$ cat config.mk
export PLATFORM = sky130hd
export DESIGN_NAME = idle_predictor
export DESIGN_NICKNAME = d
export VERILOG_FILES = /design/src/rtl/idle_pred_pkg.sv /design/src/rtl/idle_avg_unit.sv /design/src/rtl/idle_backoff_unit.sv /design/src/rtl/idle_sleep_decider.sv /design/src/rtl/idle_predictor.sv
export SDC_FILE = /design/constraint.sdc
export NUM_CORES = 1
export LEC_CHECK = 0
export BUFFER_PORTS_ARGS = -buffer_cell sky130_fd_sc_hd__buf_2
export CAP_MARGIN = 5
export CORE_ASPECT_RATIO = 0.6
export CORE_MARGIN = 2
export CORE_UTILIZATION = 55
export CTS_CLUSTER_DIAMETER = 40
export DETAILED_ROUTE_END_ITERATION = 7
export MAX_ROUTING_LAYER = met4
export PLACE_DENSITY = 0.78
export SLEW_MARGIN = 5
export SYNTH_ARGS = -nofsm -noshare
export SYNTH_HDL_FRONTEND = slang
export SYNTH_SLANG_ARGS = --single-unit
$ cat constraint.sdc
create_clock -name clk -period 5.7 [get_ports clk]
set_clock_uncertainty 0.05 [all_clocks]
set_input_delay 0 -clock clk [delete_from_list [all_inputs] [get_ports clk]]
set_output_delay 0 -clock clk [all_outputs]
set_load 0.05 [all_outputs]
$ cat src/rtl/idle_pred_pkg.sv
package idle_pred_pkg;

    localparam int CYC_W   = 16;
    localparam int SHIFT_W = 3;

    typedef logic [CYC_W-1:0]   cyc_t;
    typedef logic [SHIFT_W-1:0] shift_t;

    typedef enum logic {
        MODE_AVERAGE = 1'b0,
        MODE_BACKOFF = 1'b1
    } upd_mode_e;

    typedef struct packed {
        logic valid;
        logic long_idle;
        cyc_t length;
    } idle_sample_t;

    localparam cyc_t CYC_MAX = '1;

    function automatic cyc_t sat_sub(input cyc_t a, input cyc_t b);
        return (a >= b) ? (a - b) : '0;
    endfunction

    function automatic cyc_t sat_double(input cyc_t a);
        logic [CYC_W:0] wide;
        wide = {a, 1'b0};
        if (wide[CYC_W]) return CYC_MAX;
        if (a == '0)     return cyc_t'(1);
        return wide[CYC_W-1:0];
    endfunction

endpackage

$ cat src/rtl/idle_avg_unit.sv
module idle_avg_unit
    import idle_pred_pkg::*;
(
    input  cyc_t   cur,
    input  cyc_t   sample,
    input  shift_t shift,
    output cyc_t   nxt
);
    cyc_t gap;
    cyc_t step;

    always_comb begin
        gap  = (sample >= cur) ? (sample - cur) : (cur - sample);
        step = gap >> shift;
        if (sample >= cur) nxt = cur + step;
        else               nxt = cur - step;
    end
endmodule

$ cat src/rtl/idle_backoff_unit.sv
module idle_backoff_unit
    import idle_pred_pkg::*;
#(
    parameter int DEC_STEP = 256
)(
    input  cyc_t cur,
    input  logic long_idle,
    output cyc_t nxt
);
    localparam cyc_t STEP = cyc_t'(DEC_STEP);

    always_comb begin
        if (long_idle) nxt = sat_double(cur);
        else           nxt = sat_sub(cur, STEP);
    end
endmodule

$ cat src/rtl/idle_sleep_decider.sv
module idle_sleep_decider
    import idle_pred_pkg::*;
(
    input  logic clk,
    input  logic rst,
    input  logic strobe,
    input  cyc_t pred,
    input  cyc_t thresh,
    input  cyc_t t_down,
    input  cyc_t t_up,
    output logic decide
);
    logic [CYC_W:0] trans_sum;
    logic           cfg_sane;
    logic           worth_it;
    logic           decide_q;

    always_comb begin
        trans_sum = {1'b0, t_down} + {1'b0, t_up};
        cfg_sane  = {1'b0, thresh} > trans_sum;
        worth_it  = cfg_sane && (pred > thresh);
    end

    always_ff @(posedge clk) begin
        if (rst)         decide_q <= 1'b0;
        else if (strobe) decide_q <= worth_it;
    end

    assign decide = decide_q;
endmodule

$ cat src/rtl/idle_predictor.sv
module idle_predictor
    import idle_pred_pkg::*;
#(
    parameter int DEC_STEP  = 256,
    parameter int INIT_PRED = 0
)(
    input  logic        clk,
    input  logic        rst,
    input  logic        idle_start,
    input  logic        idle_done,
    input  logic [15:0] idle_len,
    input  logic [15:0] break_even,
    input  logic [15:0] t_shutdown,
    input  logic [15:0] t_wakeup,
    input  logic [2:0]  weight_shift,
    input  logic        backoff_mode,
    output logic [15:0] prediction,
    output logic        sleep_go
);
    localparam cyc_t PRED_RST = cyc_t'(INIT_PRED);

    idle_sample_t smp;
    upd_mode_e    mode;
    cyc_t         pred_q;
    cyc_t         pred_d;
    cyc_t         avg_nxt;
    cyc_t         bo_nxt;

    always_comb begin
        smp.valid     = idle_done;
        smp.length    = idle_len;
        smp.long_idle = (idle_len >= break_even);
        mode          = upd_mode_e'(backoff_mode);
    end

    idle_avg_unit u_avg (
        .cur    (pred_q),
        .sample (smp.length),
        .shift  (weight_shift),
        .nxt    (avg_nxt)
    );

    idle_backoff_unit #(.DEC_STEP(DEC_STEP)) u_bo (
        .cur       (pred_q),
        .long_idle (smp.long_idle),
        .nxt       (bo_nxt)
    );

    always_comb begin
        pred_d = pred_q;
        if (smp.valid) begin
            unique case (mode)
                MODE_BACKOFF: pred_d = bo_nxt;
                MODE_AVERAGE: if (smp.long_idle) pred_d = avg_nxt;
                default:      pred_d = pred_q;
            endcase
        end
    end

    always_ff @(posedge clk) begin
        if (rst) pred_q <= PRED_RST;
        else     pred_q <= pred_d;
    end

    idle_sleep_decider u_dec (
        .clk    (clk),
        .rst    (rst),
        .strobe (idle_start),
        .pred   (pred_q),
        .thresh (break_even),
        .t_down (t_shutdown),
        .t_up   (t_wakeup),
        .decide (sleep_go)
    );

    assign prediction = pred_q;
endmodule

==> After elaboration in Yosys (flattened, before gate mapping) <==
Cells that the tools add are included.
{ "classes": {"mux": 15, "bitwise": 1, "n_shift": 1, "multipliers": 0, "magnitude_cmp": 5, "n_reduce_logical": 3, "div_mod_pow": 0, "eq_ne": 1, "addsub": 6} }
{ "ops": {"columns": ["operator", "count"], "rows": [
  ["$mux W16", 9],
  ["$sub A16 B16 Y16", 3],
  ["$ge A16 B16 Y1", 2],
  ["$pmux W16 S2", 1],
  ["$add A16 B16 Y17", 1],
  ["$gt A16 B17 Y1", 1],
  ["$add A16 B16 Y16", 1],
  ["$ge A16 B9 Y1 const B", 1],
  ["$gt A16 B16 Y1", 1],
  ["$logic_not A16 Y1", 1],
  ["$shr A16 B3 Y16", 1],
  ["$sub A16 B9 Y16 const B", 1],
  ["$mux W1", 5],
  ["$ne A2 B1 Y1 const B", 1],
  ["$reduce_and A2 Y1", 1],
  ["$logic_and A1 B1 Y1", 1],
  ["$not A1 Y1", 1]
]} }
{ "totals": {"rom_bits": 0, "regBits": 17, "wordCells": 34, "latch_bits": 0, "memories": 0, "ram_bits": 0} }

==> Longest topological paths before layout <==
Gate-level depths: netlist of run 1.
{ "logic_depth": {"word_depth": 8, "ltp_mapped": 29, "mapped_depth_nobuf": 28} }

==> By module <==
A second synthesis of run 1 with hierarchy kept.
{ "hier_totals": {"hier_cells": 960, "area_unflattened_um2": 7220.7} }
{ "by_module_without_submodules": {"columns": ["module", "cells_per_inst", "area_per_inst_um2", "seq_area_each_um2", "n_inst"], "rows": [
  ["idle_avg_unit", 555, 3895.0, 0.0, 1],
  ["idle_sleep_decider", 192, 1502.7, 20.0, 1],
  ["idle_predictor", 144, 1323.8, 320.3, 1],
  ["idle_backoff_unit", 69, 499.2, 0.0, 1]
]} }

==> Worst setup path after synthesis of run 1 <==
Ideal clock, no wire load.
{ "synth_path": {"path_type": "register to register", "from": "reg pred_q[15] (netlist: prediction[15])", "to": "reg pred_q[14] (netlist: prediction[14])", "required_time_ns": 5.517, "arrival_ns": 5.913, "setup_slack_ns": -0.395, "stages_incl_launch_ff": 28, "n_path_buf": 1, "synth_period_minus_slack_ns": 6.095, "cell_sequence": "dfxtp_1 > clkinv_1 > ha_1 > and4_4 > nand4_1 > a311o_1 > nand2_2 > buf_6 > mux2_4 > a2111o_1 > mux2_2 > nor2_1 > a21oi_1 > a21oi_1 > xor2_1 > ha_1 > inv_1 > nor2_1 > nor2_1 > o21ai_0 > a21o_1 > a21o_1 > a211oi_1 > o21bai_1 > a21oi_1 > xnor2_1 > o211ai_1 > a21oi_1"} }
{ "synth_via": {"elab_chain_cells": 8} }
{ "synth_lines": {"columns": ["element", "line_no", "text"], "rows": [
  ["from (decl)", "idle_predictor.sv:24", "cyc_t pred_q;"],
  ["from (signal assigned)", "idle_predictor.sv:62", "else pred_q <= pred_d;"],
  ["parallel branches: the longest is 7 deep, another holds $sub A16 B16 Y16", null, null],
  ["$pmux W16 S2 *", "idle_predictor.sv:52", "unique case (mode)"]
]} }
Every way passes the cells marked *. The select of a mux whose other input is x is not followed.
A chain may end at the register's enable or synchronous reset.

==> Final worst setup path of run 1 <==
Same ends and word-level chain as after synthesis.

==> impl_metrics.yaml, run 1 <==
cells_and_area:
  drive_gt1_share_pct: 29.3
  n_antenna_cell: 0
  design_area_mm2: 0.00853
  area.growth.synth_to_final_pct: 28.4
  final_nets: 1272
  fill_cells: 979
logic_synthesis:
  yosysTopAreaCell: "ha_1"
  netlist_area_mm2: 0.00665
  synth_ff_type: "dfxtp_1"
  yosysMostFrequentCell: "ha_1"
  postSynthAreaPerCell_um2: 7.33
  ys_warn_count: 0
  yosysUniqueCellTypes: 87
  ys_seq_area_share_pct: 5.12
  ys_top_cells_by_count: "ha_1 (118), a21oi_1 (89), inv_1 (67), nor2_1 (67), nand2_1 (59)"
  synth_top_area_share_pct: 22.2
  ys_top_cells_by_area: "ha_1 (22%), a21oi_1 (6.7%), xnor2_1 (5.5%), dfxtp_1 (5.1%), o21ai_0 (4.4%)"
  synth_fp_nets: 1101
  ys_ff_latch: 17
  synth-edff-count: 0
  synthCells: 907
  async_reset_ff_share_pct: 0
worst_setup_path:
  critPathLaunchType: "register"
  r2r_cells: 27
  endpoint_kind: "register"
  crit_required_ps: 5830
  rrSetupSlack_ps: 80
  r2r-end: "prediction[14]"
  crit_arrival_ps: 5750
  worst-path-max-fanout: 6
  reg2reg_from: "prediction[15]"
  crit_type: "register to register"
drt:
  drt_pass1_iterations: 6
  routedWlPerCell_um: 19.6
  ant_nets: 0
  vias_per_cell: 6.29
  dr_total_vias: 7813
  routed_wl_mm: 24.4
  drt_first_iter_violations: 928
  drc: 0
global_routing:
  grt_use_total_pct: 37.1
  grt_antenna_before_repair: 0
  grt_max_degree: 30
  overflow: 0
  grt_pass1_wl_mm: 37.3
  grt_pass1_vias: 7040
clock_network:
  clock_sinks: 17
  cts_buffer_depth: 2
  cts.clk_slew.worst_paths_ps: 60
  clkLatencyLatePin_ps: 260
  hold_buffers: 0
  cts_tree: "done"
  cts_root_buf: "clkbuf_16"
  cts_buffers: 3
  htreeDepth: 1
timing:
  fin_crit_sh_pct: 98.5
  maxSlewHeadroom_pct: 31.2
  rsz0062_at_grt: "true"
  setup_viol: 0
  hold_violations: 0
  max_freq_mhz: 178
  worst_pin_slew_ps: 1030
  worst_hold_slack_ps: 65.3
  final.min_clock_period_ps: 5620
  drv_slew: 0
hold_path:
  hp-start: "idle_start"
  hold_end: "u_dec.decide"
  hold_depth: 3
  hp-class: "input pin to register"
floorplanning:
  initial_core_util_pct: 55.8
  rows: 31
  core-area_mm2: 0.0119
  die_x_um: 146
  num_io_pins: 89
  die_h_um: 89.1
  dieArea_mm2: 0.0130
power:
  total_power_uw: 2640
  p_clk_share_pct: 5.9
  p_per_area_mw_per_mm2: 309
  switching_share_pct: 52.1
  p_switching_uw: 1380
  ir_drop_uv: 263
  power_leakage_uw: 0.00400
  seqPwrFrac_pct: 6.7
  p_comb_share_pct: 87.4
  p_int_uw: 1260
placed_design:
  io_buffers: 88
  place_hpwl_mm: 19.3
  placed_area_mm2: 0.00788
  place_congestion: 1.02
status:
  status: "completed"
flow_run:
  drv_cap: 0
-- cell families (layout without fill, tap and decap cells) --
logic type / Yosys count / after routing / share of synthesized area [%]
xor+xnor: 59 / 59 / 7.89
mux: 25 / 25 / 4.93
buf+inv: 107 / 277 / 6.59
simple gates: 264 / 264 / 20.3
flops: 17 / 17 / 5.12
compound gates: 313 / 313 / 31.7
fa+ha+maj: 122 / 122 / 23.4
-- worst max-delay path, cell delays in order, from the launching register on --
cell,delay (ps)
dfxtp_4,360
clkinvlp_4,100
ha_4,250
and4_4,160
and3_4,160
a2111o_1,540
or3_4,420
and3_4,200
o31ai_4,270
o211ai_1,220
buf_4,200
and2_4,140
buf_4,140
a21oi_2,140
xor2_1,160
ha_1,250
inv_2,90
nor2_1,50
nor2_1,160
o21ai_1,100
a21o_1,170
a21o_1,190
a211oi_2,270
o21bai_1,110
a21oi_1,160
xnor2_1,130
o211ai_1,110
a21oi_2,230
-- stage by stage --
step	utilization [%]	cells	setup TNS (ps)	setup WS, ps
after detailed placement	66.2	1222	-440	-180
after global routing	71.7	1242	-286	-103
after CTS	67.5	1229	0	11.4
after floorplan	-	907	0	7.02
final	71.7	1242	0	84.7
after global placement	66.2	1222	0	5.11
-- area by class of cell --
| type | instances | area [µm²] | share of cell area (%) |
|---|---|---|---|
| Tap cell | 165 | 206 | 2.42 |
| Timing Repair Buffer | 203 | 1330 | 15.6 |
| Clock buffer | 3 | 75.1 | 0.880 |
| Sequential cell | 17 | 370 | 4.34 |
| Inverter | 70 | 267 | 3.12 |
| Multi-Input combinational cell | 783 | 6280 | 73.6 |
| Clock inverter | 1 | 7.51 | 0.0880 |
-- layer usage --
metal  wire (µm)  vias to the layer above  track usage (%)
li1            -                     3700                -
met1       10900                     3632             51.9
met2        9850                      444             53.3
met3        3450                       37             12.1
met4         231                        0             3.65
met5           0                        -                -
-- flip-flops by register name (all words and copies together), names as in the netlist --
name and flops:
prediction 16, u_dec.decide 1
-- placed cells by master (no fill, tap or decap), types with 5 or more instances in the layout --
master / Yosys / final
a211oi_1: 12 / 10
a21o_1: 30 / 30
a21oi_1: 89 / 80
a21oi_2: 3 / 12
a311oi_1: 8 / 7
a31oi_1: 13 / 13
and2_1: 6 / 5
and3_1: 6 / 5
buf_2: 5 / 88
buf_4: 0 / 111
dfxtp_2: 0 / 9
dfxtp_4: 0 / 5
ha_1: 118 / 106
ha_4: 0 / 10
inv_1: 67 / 65
mux2i_1: 13 / 12
nand2_1: 59 / 59
nand2b_1: 11 / 10
nand3_1: 24 / 23
nand4_1: 17 / 17
nor2_1: 67 / 65
nor2b_1: 12 / 11
nor3_1: 23 / 21
nor4_1: 5 / 5
o211ai_1: 14 / 14
o21a_1: 19 / 19
o21ai_0: 58 / 48
o21ai_1: 3 / 8
o21ai_2: 1 / 6
o21bai_1: 9 / 9
or3_1: 7 / 5
xnor2_1: 42 / 38
xnor2_2: 1 / 5
xor2_1: 16 / 14
-- power by group through the flow --
stage / sequential (µW) / combinational [µW] / clock [µW]
final: 176 / 2310 / 156
after global placement: 166 / 1980 / 0
after CTS: 166 / 2060 / 153
after detailed placement: 168 / 2010 / 0
after global routing: 177 / 2480 / 161
after floorplan: 233 / 1270 / 0
-- worst max path at each step --
stage | startpoint | end | slack, ps
final | prediction[15] | prediction[14] | 80
after floorplan | prediction[13] | prediction[13] | 7
after global placement | prediction[0] | prediction[14] | 5
after detailed placement | prediction[0] | prediction[14] | -180
after global routing | prediction[15] | prediction[13] | -100
after CTS | prediction[15] | prediction[14] | 10
-- timing repair --
item / in CTS / in global routing
resized for setup: 11 / 88
setup buffers: 3 / 13
pin swaps: 7 / 55
setup endpoints to repair: 4 / 10
Power figures use the tool's default switching activity.
==> run 2, diff against run 1 <==
Settings changed: CORE_UTILIZATION 55 to 65, PLACE_DENSITY 0.78 to 0.87.
Clock period 5.7 ns to 7 ns, I/O delays scaled along.
==> impl_metrics.yaml, run 2 (synthesis gave the netlist of run 1 again) <==
timing:
  fin_crit_sh_pct: 93.0
  tns_ps: 0
  worst_pin_slew_ps: 1130
  maxSlewHeadroom_pct: 24.2
  final.min_clock_period_ps: 6510
  drv_slew: 0
  setup_viol: 0
  hold_violations: 0
  fin_ws_ps: 493
  max_freq_mhz: 154
  rsz0062_at_grt: "false"
clock_network:
  cts_buffer_depth: 2
  cts_tree: "done"
  cts_setup_buffers: 0
  cts.clk_slew.worst_paths_ps: 60
  ctsResizeCount: 0
  cts_root_buf: "clkbuf_16"
  cts_buffers: 3
  clock_sinks: 17
  clkLatencyLatePin_ps: 260
  htreeDepth: 1
worst_setup_path:
  crit_arrival_ps: 6590
  critPathLaunchType: "register"
  crit_type: "register to register"
  crit_required_ps: 7080
  endpoint_kind: "register"
  worst-path-max-fanout: 11
drt:
  dr_total_vias: 7468
  drt_pass1_iterations: 6
  routed_wl_mm: 22.3
  routedWlPerCell_um: 20.2
  drc: 0
  drt_first_iter_violations: 1025
  ant_nets: 0
  vias_per_cell: 6.76
power:
  ir_drop_uv: 172
  p_per_area_mw_per_mm2: 239
  switching_share_pct: 56.4
  p_comb_share_pct: 84.2
  p_switching_uw: 975
  p_int_uw: 753
  p_clk_share_pct: 7.3
  power_leakage_uw: 0.00339
  seqPwrFrac_pct: 8.5
global_routing:
  grt_antenna_before_repair: 0
  grt_max_degree: 30
  grt_use_total_pct: 41.2
  overflow: 0
  grt_pass1_wl_mm: 34.8
  grt_pass1_vias: 6461
cells_and_area:
  drive_gt1_share_pct: 14.2
  final_cells: 1105
  utilization_pct: 72.8
  n_antenna_cell: 0
  final_cell_mix: "ha_1 (118), a21oi_1 (89), buf_2 (88), inv_1 (67), nor2_1 (67)"
  final_nets: 1165
  largest_reg_flops: 16
  area.growth.synth_to_final_pct: 8.60
  mostFrequentLayoutCell: "ha_1"
hold_path:
  hp-class: "input pin to register"
placed_design:
  dp_cells: 1100
  place_congestion: 1.02
  place_hpwl_mm: 18.2
  io_buffers: 88
  dp_slack_ps: 593
flow_run:
  drv_cap: 0
floorplanning:
  initial_core_util_pct: 67.0
  dieArea_mm2: 0.0111
  die_x_um: 135
  num_io_pins: 89
  die_h_um: 82.3
  core-area_mm2: 0.00991
  rows: 28
status:
  status: "completed"
-- run 2: final cells by class --
class	count	area, µm²
Sequential cell	17	340
Timing Repair Buffer	95	493
Fill cell	855	2700
Inverter	70	263
Clock buffer	4	78.8
Multi-Input combinational cell	784	5870
Tap cell	135	169
-- run 2: what timing repair did --
item                                    CTS  global route
endpoints found under the hold margin     0             0
endpoints found under the setup margin    0             1
hold buffers                              0             0
-- run 2: worst paths after layout --
path | from | to | slack [ps] | cells after the start
worst max-delay path | prediction[8] | prediction[13] | 490 | 25
worst min-delay path | idle_start | u_dec.decide | 60 | 3
worst max register to register | prediction[8] | prediction[13] | 490 | 25
worst min register to register | u_dec.decide | u_dec.decide | 420 | 1
-- run 2: power groups by stage --
stage / Combinational, µW / Sequential [µW] / Clock, µW
floorplan: 1030 / 189 / 0
global placement: 1370 / 146 / 0
detailed placement: 1390 / 147 / 0
CTS: 1410 / 145 / 123
global route: 1580 / 149 / 130
finish: 1450 / 147 / 127
-- run 2: routing by layer --
layer	global-route usage [%]	wire (µm)	vias to the layer above	part of all wire, %
li1	-	-	3492	-
met1	60.8	10400	3442	46
met3	13.0	3410	30	15
met2	55.8	8370	504	38
met5	-	0	-	0
met4	3.26	163	0	0.73
-- run 2: critical path, cell delays in order, from the launching register on --
cell and delay, ps:
dfxtp_1 590, ha_1 450, and4_4 250, and3_4 180, a2111o_1 520, nor2_4 400, mux2i_1 270, o211ai_1 180
o211ai_1 290, ha_1 340, nand3_1 90, o21ai_0 210, xnor2_1 210, ha_1 320, a21o_1 220, nor3_1 120
o21ai_0 170, nand3_1 200, nand2b_1 80, a21oi_1 210, o21bai_1 90, a2111oi_0 400, nor3_1 120, xor2_1 160
o211ai_1 160, a21oi_1 90
-- run 2: through the flow --
stage,area (µm²),hold slack (ps),total power [µW]
detailed placement,7130,330,1540
global route,7220,93.9,1860
CTS,7210,64.0,1670
floorplan,6650,175,1220
global placement,7130,316,1520
finish,7220,56.3,1730
